## src/rtl/sonet_toh_pkg.sv

```systemverilog
package sonet_toh_pkg;

  localparam logic [7:0] A1_VAL = 8'hF6;
  localparam logic [7:0] A2_VAL = 8'h28;
  localparam logic [6:0] SCR_SEED = 7'h7F;

  typedef struct packed {
    logic [6:0] st;
    logic [7:0] ks;
  } scr_step_t;

  // Advance the x^7+x^6+1 generator by eight bits; first bit lands in bit 7.
  function automatic scr_step_t scr_advance(input logic [6:0] st_in);
    scr_step_t r;
    logic [6:0] s;
    s = st_in;
    r.ks = '0;
    for (int i = 7; i >= 0; i--) begin
      r.ks[i] = s[6];
      s = {s[5:0], s[6] ^ s[5]};
    end
    r.st = s;
    return r;
  endfunction

  // Pre-scramble byte value for a given frame position.
  function automatic logic [7:0] toh_regen(input int unsigned row, input int unsigned col,
                                           input int unsigned n, input logic [7:0] d,
                                           input logic [7:0] b1);
    logic [7:0] v;
    v = d;
    if (row == 0 && col < n) v = A1_VAL;
    else if (row == 0 && col < 2 * n) v = A2_VAL;
    else if (row == 1 && col == 0) v = b1;
    else if (row == 1 && col < n) v = 8'h00;
    return v;
  endfunction

endpackage

```

## src/rtl/sonet_frame_pos.sv

```systemverilog
module sonet_frame_pos #(
  parameter int ROWS = 9,
  parameter int COLS = 1080,
  parameter int ROWW = $clog2(ROWS),
  parameter int COLW = $clog2(COLS)
) (
  input  logic            clk,
  input  logic            rst_n,
  input  logic            byte_en,
  input  logic            sof_in,
  output logic [ROWW-1:0] cur_row,
  output logic [COLW-1:0] cur_col,
  output logic            cur_vld,
  output logic            frame_wrap
);
  localparam logic [ROWW-1:0] LAST_ROW = ROWW'(ROWS - 1);
  localparam logic [COLW-1:0] LAST_COL = COLW'(COLS - 1);

  logic            locked;
  logic [ROWW-1:0] nxt_row;
  logic [COLW-1:0] nxt_col;
  logic            step;

  assign cur_vld    = locked | sof_in;
  assign cur_row    = sof_in ? '0 : nxt_row;
  assign cur_col    = sof_in ? '0 : nxt_col;
  assign step       = byte_en & cur_vld;
  assign frame_wrap = step & (cur_row == '0) & (cur_col == '0);

  always_ff @(posedge clk or negedge rst_n) begin
    if (!rst_n) begin
      locked  <= 1'b0;
      nxt_row <= '0;
      nxt_col <= '0;
    end else if (step) begin
      locked <= 1'b1;
      if (cur_col == LAST_COL) begin
        nxt_col <= '0;
        nxt_row <= (cur_row == LAST_ROW) ? '0 : cur_row + 1'b1;
      end else begin
        nxt_col <= cur_col + 1'b1;
        nxt_row <= cur_row;
      end
    end
  end

  // the last byte of a frame is followed by row 0, column 0
  a_r7_frame_wrap: assert property (@(posedge clk) disable iff (!rst_n)
    step && cur_row == LAST_ROW && cur_col == LAST_COL |=> cur_row == '0 && cur_col == '0);

  // a marked byte locks the counter
  a_r7_sof_lock: assert property (@(posedge clk) disable iff (!rst_n)
    byte_en && sof_in |=> cur_vld);

endmodule

```

## src/rtl/sonet_scrambler.sv

```systemverilog
module sonet_scrambler #(
  parameter int N      = 12,
  parameter int ROWW   = 4,
  parameter int COLW   = 11,
  parameter bit ENABLE = 1'b1
) (
  input  logic            clk,
  input  logic            rst_n,
  input  logic            adv,
  input  logic [ROWW-1:0] cur_row,
  input  logic [COLW-1:0] cur_col,
  input  logic [7:0]      pre,
  output logic [7:0]      scr_byte
);
  import sonet_toh_pkg::*;

  localparam logic [COLW-1:0] TOH_COL = COLW'(3 * N);

  generate
    if (ENABLE) begin : g_scr
      logic [6:0] st;
      logic [6:0] st_use;
      logic       seed_here;
      logic       skip;
      scr_step_t  nx;

      assign seed_here = (cur_row == '0) && (cur_col == TOH_COL);
      assign skip      = (cur_row == '0) && (cur_col < TOH_COL);
      assign st_use    = seed_here ? SCR_SEED : st;
      assign nx        = scr_advance(st_use);
      assign scr_byte  = skip ? pre : (pre ^ nx.ks);

      always_ff @(posedge clk or negedge rst_n) begin
        if (!rst_n) st <= SCR_SEED;
        else if (adv && !skip) st <= nx.st;
      end

      // generator never locks up in the all-zero state
      a_r6_nonzero: assert property (@(posedge clk) disable iff (!rst_n) st != 7'h00);
    end else begin : g_pass
      logic unused_ok;
      assign unused_ok = &{1'b0, clk, rst_n, adv, cur_row, cur_col};
      assign scr_byte  = pre;
    end
  endgenerate

endmodule

```

## src/rtl/sonet_bip8.sv

```systemverilog
module sonet_bip8 (
  input  logic       clk,
  input  logic       rst_n,
  input  logic       step,
  input  logic       frame_wrap,
  input  logic [7:0] out_byte,
  output logic [7:0] b1_val
);
  logic [7:0] acc;

  always_ff @(posedge clk or negedge rst_n) begin
    if (!rst_n) begin
      acc    <= '0;
      b1_val <= '0;
    end else if (step) begin
      if (frame_wrap) begin
        b1_val <= acc;
        acc    <= out_byte;
      end else begin
        acc <= acc ^ out_byte;
      end
    end
  end

  // parity value changes only at a frame boundary
  a_r3_b1_hold: assert property (@(posedge clk) disable iff (!rst_n)
    !frame_wrap |=> $stable(b1_val));

endmodule

```

## src/rtl/sonet_ser_msb.sv

```systemverilog
module sonet_ser_msb #(
  parameter int W = 8
) (
  input  logic         clk,
  input  logic         rst_n,
  input  logic         load,
  input  logic [W-1:0] din,
  output logic         ser_bit,
  output logic         ser_vld
);
  localparam int CW = $clog2(W);

  logic [W-1:0]  sh;
  logic [CW-1:0] cnt;

  assign ser_bit = sh[W-1];

  always_ff @(posedge clk or negedge rst_n) begin
    if (!rst_n) begin
      sh      <= '0;
      cnt     <= '0;
      ser_vld <= 1'b0;
    end else if (load) begin
      sh      <= din;
      cnt     <= CW'(W - 1);
      ser_vld <= 1'b1;
    end else if (cnt != '0) begin
      sh  <= sh << 1;
      cnt <= cnt - 1'b1;
    end else begin
      ser_vld <= 1'b0;
    end
  end

  // a loaded byte shows its MSB first
  a_r9_load_msb: assert property (@(posedge clk) disable iff (!rst_n)
    load |=> ser_vld && ser_bit == $past(din[W-1]));

endmodule

```

## src/rtl/sonet_tx_toh_regen.sv

```systemverilog
module sonet_tx_toh_regen #(
  parameter int N        = 12,
  parameter int ROWS     = 9,
  parameter bit SCRAMBLE = 1'b1
) (
  input  logic       clk,
  input  logic       rst_n,
  input  logic       byte_en,
  input  logic       sof_in,
  input  logic [7:0] din,
  output logic [7:0] dout,
  output logic       dout_vld,
  output logic       dout_sof,
  output logic       ser_bit,
  output logic       ser_vld
);
  import sonet_toh_pkg::*;

  localparam int COLS     = 90 * N;
  localparam int TOH_COLS = 3 * N;
  localparam int ROWW     = $clog2(ROWS);
  localparam int COLW     = $clog2(COLS);
  localparam logic [COLW-1:0] C_A2  = COLW'(N);
  localparam logic [COLW-1:0] C_TOH = COLW'(TOH_COLS);

  logic [ROWW-1:0] cur_row;
  logic [COLW-1:0] cur_col;
  logic            cur_vld;
  logic            frame_wrap;
  logic            step;
  logic [7:0]      b1_val;
  logic [7:0]      pre;
  logic [7:0]      scr_byte;
  logic [7:0]      byte_nxt;

  // named position events for the assertions
  logic a1_slot, a2_slot;
  assign step    = byte_en & cur_vld;
  assign a1_slot = step && cur_row == '0 && cur_col < C_A2;
  assign a2_slot = step && cur_row == '0 && cur_col >= C_A2 && cur_col < (C_A2 << 1);

  sonet_frame_pos #(.ROWS(ROWS), .COLS(COLS), .ROWW(ROWW), .COLW(COLW)) u_pos (
    .clk(clk), .rst_n(rst_n), .byte_en(byte_en), .sof_in(sof_in),
    .cur_row(cur_row), .cur_col(cur_col), .cur_vld(cur_vld), .frame_wrap(frame_wrap)
  );

  assign pre = toh_regen(32'(cur_row), 32'(cur_col), N, din, b1_val);

  sonet_scrambler #(.N(N), .ROWW(ROWW), .COLW(COLW), .ENABLE(SCRAMBLE)) u_scr (
    .clk(clk), .rst_n(rst_n), .adv(step), .cur_row(cur_row), .cur_col(cur_col),
    .pre(pre), .scr_byte(scr_byte)
  );

  assign byte_nxt = cur_vld ? scr_byte : din;

  sonet_bip8 u_bip (
    .clk(clk), .rst_n(rst_n), .step(step), .frame_wrap(frame_wrap),
    .out_byte(byte_nxt), .b1_val(b1_val)
  );

  always_ff @(posedge clk or negedge rst_n) begin
    if (!rst_n) begin
      dout     <= '0;
      dout_vld <= 1'b0;
      dout_sof <= 1'b0;
    end else begin
      dout_vld <= byte_en;
      dout_sof <= frame_wrap;
      if (byte_en) dout <= byte_nxt;
    end
  end

  sonet_ser_msb #(.W(8)) u_ser (
    .clk(clk), .rst_n(rst_n), .load(byte_en), .din(byte_nxt),
    .ser_bit(ser_bit), .ser_vld(ser_vld)
  );

  // framing byte A1 regenerated
  a_r1_a1_regen: assert property (@(posedge clk) disable iff (!rst_n)
    a1_slot |=> dout == A1_VAL);

  // framing byte A2 regenerated
  a_r2_a2_regen: assert property (@(posedge clk) disable iff (!rst_n)
    a2_slot |=> dout == A2_VAL);

  // unlocked bytes pass straight through
  a_r8_unlocked_pass: assert property (@(posedge clk) disable iff (!rst_n)
    byte_en && !cur_vld |=> dout == $past(din));

  // valid is a one-cycle echo of the strobe
  a_r10_vld_pulse: assert property (@(posedge clk) disable iff (!rst_n)
    !byte_en |=> !dout_vld);

  // serial output starts with the MSB of the byte register
  a_r9_ser_matches: assert property (@(posedge clk) disable iff (!rst_n)
    byte_en |=> ser_vld && ser_bit == dout[7]);

  generate
    if (SCRAMBLE) begin : g_chk_seed
      // first scrambled byte uses key 0xFE
      a_r6_seed_key: assert property (@(posedge clk) disable iff (!rst_n)
        step && cur_row == '0 && cur_col == C_TOH |=> dout == ($past(din) ^ 8'hFE));
    end
  endgenerate

endmodule

```

## config.mk

```make
export PLATFORM = sky130hd
export DESIGN_NAME = sonet_tx_toh_regen
export DESIGN_NICKNAME = d
export VERILOG_FILES = /design/src/rtl/sonet_toh_pkg.sv /design/src/rtl/sonet_frame_pos.sv /design/src/rtl/sonet_scrambler.sv /design/src/rtl/sonet_bip8.sv /design/src/rtl/sonet_ser_msb.sv /design/src/rtl/sonet_tx_toh_regen.sv
export SDC_FILE = /design/constraint.sdc
export NUM_CORES = 1
export LEC_CHECK = 0
export BUFFER_PORTS_ARGS = -buffer_cell sky130_fd_sc_hd__buf_2
export CORE_UTILIZATION = 41
export DETAILED_ROUTE_END_ITERATION = 16
export HOLD_SLACK_MARGIN = 0.02
export SYNTH_ARGS = -nofsm -noshare
export SYNTH_HDL_FRONTEND = slang
export SYNTH_SLANG_ARGS = --single-unit
```

## constraint.sdc

```tcl
create_clock -name clk -period 2.61 [get_ports clk]
set_clock_uncertainty 0.1 [all_clocks]
set_input_delay 0.261 -clock clk [delete_from_list [all_inputs] [get_ports clk]]
set_output_delay 0.261 -clock clk [all_outputs]
set_load 0.005 [all_outputs]
```

==> run_results.csv <==
group,metric,value,unit
cells_and_area,regArea,1535,sq um
timing,period_share,94.86,%
global_routing,grt_max_degree,36,
cells_and_area,syn2layout_area_growth,14.68,%
drt,drtIter0Drc,212,
cells_and_area,final_nets,445,
yosys,yosys.area.top_type_share,38.48,%
worst_setup_path,path_class,"reg -> reg",
placement,gp_congestion,0.7986,
timing,period_minus_slack,2476,ps
global_routing,globalRouteTotalUtil,21.13,%
floorplan,core-area,8258,sq um
clock_tree,root_buffer,"clkbuf_8",
timing,setup_viol,0,
clock_tree,h-tree-depth,3,
yosys,netlist_top_cells_area,"dfrtp_1 38%, nand2_1 6.8%, xnor2_1 5.5%",
yosys,synth_top_flop_cell,"dfrtp_1",
hold_path,whs_path_depth,2,
yosys,avgSynthCellArea,8.891,sq um
clock_tree,clk_pin_slew,80,ps
run,cap_viol_max_count,0,
drt,drt_wl_total,8582,um
yosys,ys_seq_area_share,43.71,%
yosys,yosysMostFrequentCell,"nand2_1",
worst_setup_path,r2r_cells,10,
timing,hold_violations,0,
drt,wl_per_cell,16.01,um
worst_setup_path,path_max_fanout,6,
timing,clock.fmax,0.4039,GHz
clock_tree,clock_latency,350,ps
floorplan,io_pins,24,
timing,fin_ws,134.2,ps
clock_tree,clk_path_buf_depth,2,
drt,via_per_inst,5.511,
global_routing,antenna_found_initial,0,
timing,slew_headroom,52.78,%
yosys,yosysTopAreaCell,"dfrtp_1",
global_routing,globalRouteOverflowTotal,0,
clock_tree,cts_sinks,61,
power_and_ir_drop,p_leak,1.688,nW
floorplan,row_count,33,
clock_tree,cts_buffers,9,
drt,drtPass1Iterations,5,
clock_tree,post-cts-setup-buffer-count,0,
worst_setup_path,worst-endpoint-required,2780,ps
cells_and_area,multiInputGateArea,1888,sq um
cells_and_area,fillers,806,
placement,hpwlAfterDp,5824,um
global_routing,grt_pass1_vias,2747,
floorplan,die_x,94.56,um
cells_and_area,fin_util,48.77,%
power_and_ir_drop,power,0.002259,W
yosys,ys_async_sr_fraction,100.0,%
timing,tightest_slew,703.5,ps
floorplan,die_area,8941,sq um
placement,placedInstanceArea,3779,sq um
yosys,synth-edff-count,0,
worst_setup_path,start_kind,"flip-flop",
clock_tree,cts_tree,"built",
timing,maxSlewViolCount,0,
yosys,ys_ff_latch,61,
yosys,synthesis.nets,414,
placement,numPortBuffers,23,
cells_and_area,layout-drive-gt1-share,18.79,%
cells_and_area,diodes,0,
drt,drcViolationCount,0,
cells_and_area,final_cell_area,4028,sq um
worst_setup_path,cp-end-kind,"flip-flop",
yosys,syn_inst,395,
global_routing,grt_pass1_wl,14440,um
yosys,yosysWarnings,0,
floorplan,initial_core_util,42.53,%
yosys,ys_types,49,
power_and_ir_drop,powerDensity,560.8,nW/um^2
power_and_ir_drop,peakVddDrop,0.2101,mV
placement,post-place-ws,56.54,ps
floorplan,die_y,94.56,um
yosys,synth_area,3512,sq um
yosys,synth_commonest_cells,"64 x nand2_1, 54 x dfrtp_1, 32 x nor2_1",
status,status,"finished, final reports clean",
drt,vias,2954,
drt,antenna_left,0,
worst_setup_path,cp.arrival,2640,ps
hold_path,worstHoldPathType,"in -> reg",
timing,rsz0062_at_grt,"yes",
==> registers in the layout, indices dropped and copies added, names as in the netlist <==
register        count
u_pos.locked        1
dout                8
dout_vld            1
u_ser.sh            8
u_ser.cnt           3
u_scr.g_scr.st      7
dout_sof            1
u_bip.acc           8
u_ser.ser_vld       1
u_pos.nxt_col      11
u_pos.nxt_row       4
u_bip.b1_val        8
==> routing by layer <==
metal  GRT usage, %  part of all wire, %  wire length (um)
met5              0                    0                 0
met4          7.955                  1.4               123
met3          3.140                  4.3               371
met2          31.52                   46              3908
met1          30.79                   49              4178
==> cell type report <==
class	instances	share of cell area (%)
clock buffers	9	3.075
clock inverters	7	1.833
inverters	10	0.9320
multi-input cells	305	46.88
flip-flops and latches	61	38.12
well taps	105	3.262
repair buffers	39	5.902
==> power breakdown <==
group	total [W]	internal, W	leakage (nW)	switching, W
logic	0.000284	0.000116	0.861	0.000168
clock network	0.000865	0.000444	0.0996	0.000421
registers	0.00111	0.00105	0.727	0.0000645
total	0.00226	0.00160	1.69	0.000654
==> timing repair <==
action | in CTS | in global routing
endpoints found under the hold margin | 18 | 0
gates resized for setup | 0 | 9
setup endpoints to repair | 0 | 18
hold buffers | 1 | 0
==> stage by stage <==
| step | hold slack, ps | std cells | TNS [ps] |
|---|---|---|---|
| final | 96.07 | 536 | 0 |
| after global routing | 102.8 | 536 | -75.24 |
| after CTS | 98.29 | 535 | 0 |
| after detailed placement | 147.7 | 518 | 0 |
| after global placement | 150.0 | 518 | 0 |
| after floorplan | -134.6 | 395 | -74.70 |
==> final timing paths <==
kind,to,slack [ps],start
max in group asynchronous,u_scr.g_scr.st[3],1380,rst_n
min in group asynchronous,u_ser.cnt[1],290,rst_n
hold / removal,dout[6],100,din[6]
setup reg to reg,u_ser.sh[0],130,u_pos.nxt_row[0]
hold reg to reg,u_bip.b1_val[5],370,u_bip.acc[5]
setup / recovery,u_ser.sh[0],130,u_pos.nxt_row[0]
==> critical path, stage by stage, from the launching register on <==
cell and delay, ps:
dfrtp_1 370, nor2b_1 200, buf_4 160, inv_1 40, ha_1 240, o211ai_4 170
nor3_2 140, or4_1 520, mux2i_2 230, a31oi_1 120, o21ai_0 130
==> placed cells by master, fill, tap and decap left out, types with 9 or more instances in the layout <==
| cell type | netlist | final |
|---|---|---|
| xnor2_1 | 22 | 22 |
| clkbuf_8 | 0 | 9 |
| inv_1 | 9 | 9 |
| nor2b_1 | 11 | 11 |
| nand3_1 | 18 | 18 |
| o21ai_0 | 29 | 27 |
| a21oi_1 | 19 | 19 |
| o31ai_1 | 10 | 10 |
| buf_4 | 2 | 15 |
| nand2_1 | 64 | 64 |
| buf_2 | 8 | 23 |
| nor2_1 | 32 | 31 |
| dfrtp_1 | 54 | 54 |
| nand2b_1 | 13 | 13 |
==> logic make-up (layout without fill, tap and decap cells) <==
| kind of cell | after synthesis | after routing | share of synthesized area [%] |
|---|---|---|---|
| compound gates | 98 | 98 | 18.92 |
| simple gates | 172 | 173 | 24.33 |
| buf+inv | 30 | 65 | 3.705 |
| fa+ha+maj | 7 | 7 | 2.494 |
| xor+xnor | 24 | 24 | 5.985 |
| flops | 61 | 61 | 43.71 |
| mux | 3 | 3 | 0.8550 |
No activity file was read; power rests on OpenSTA's default activity.
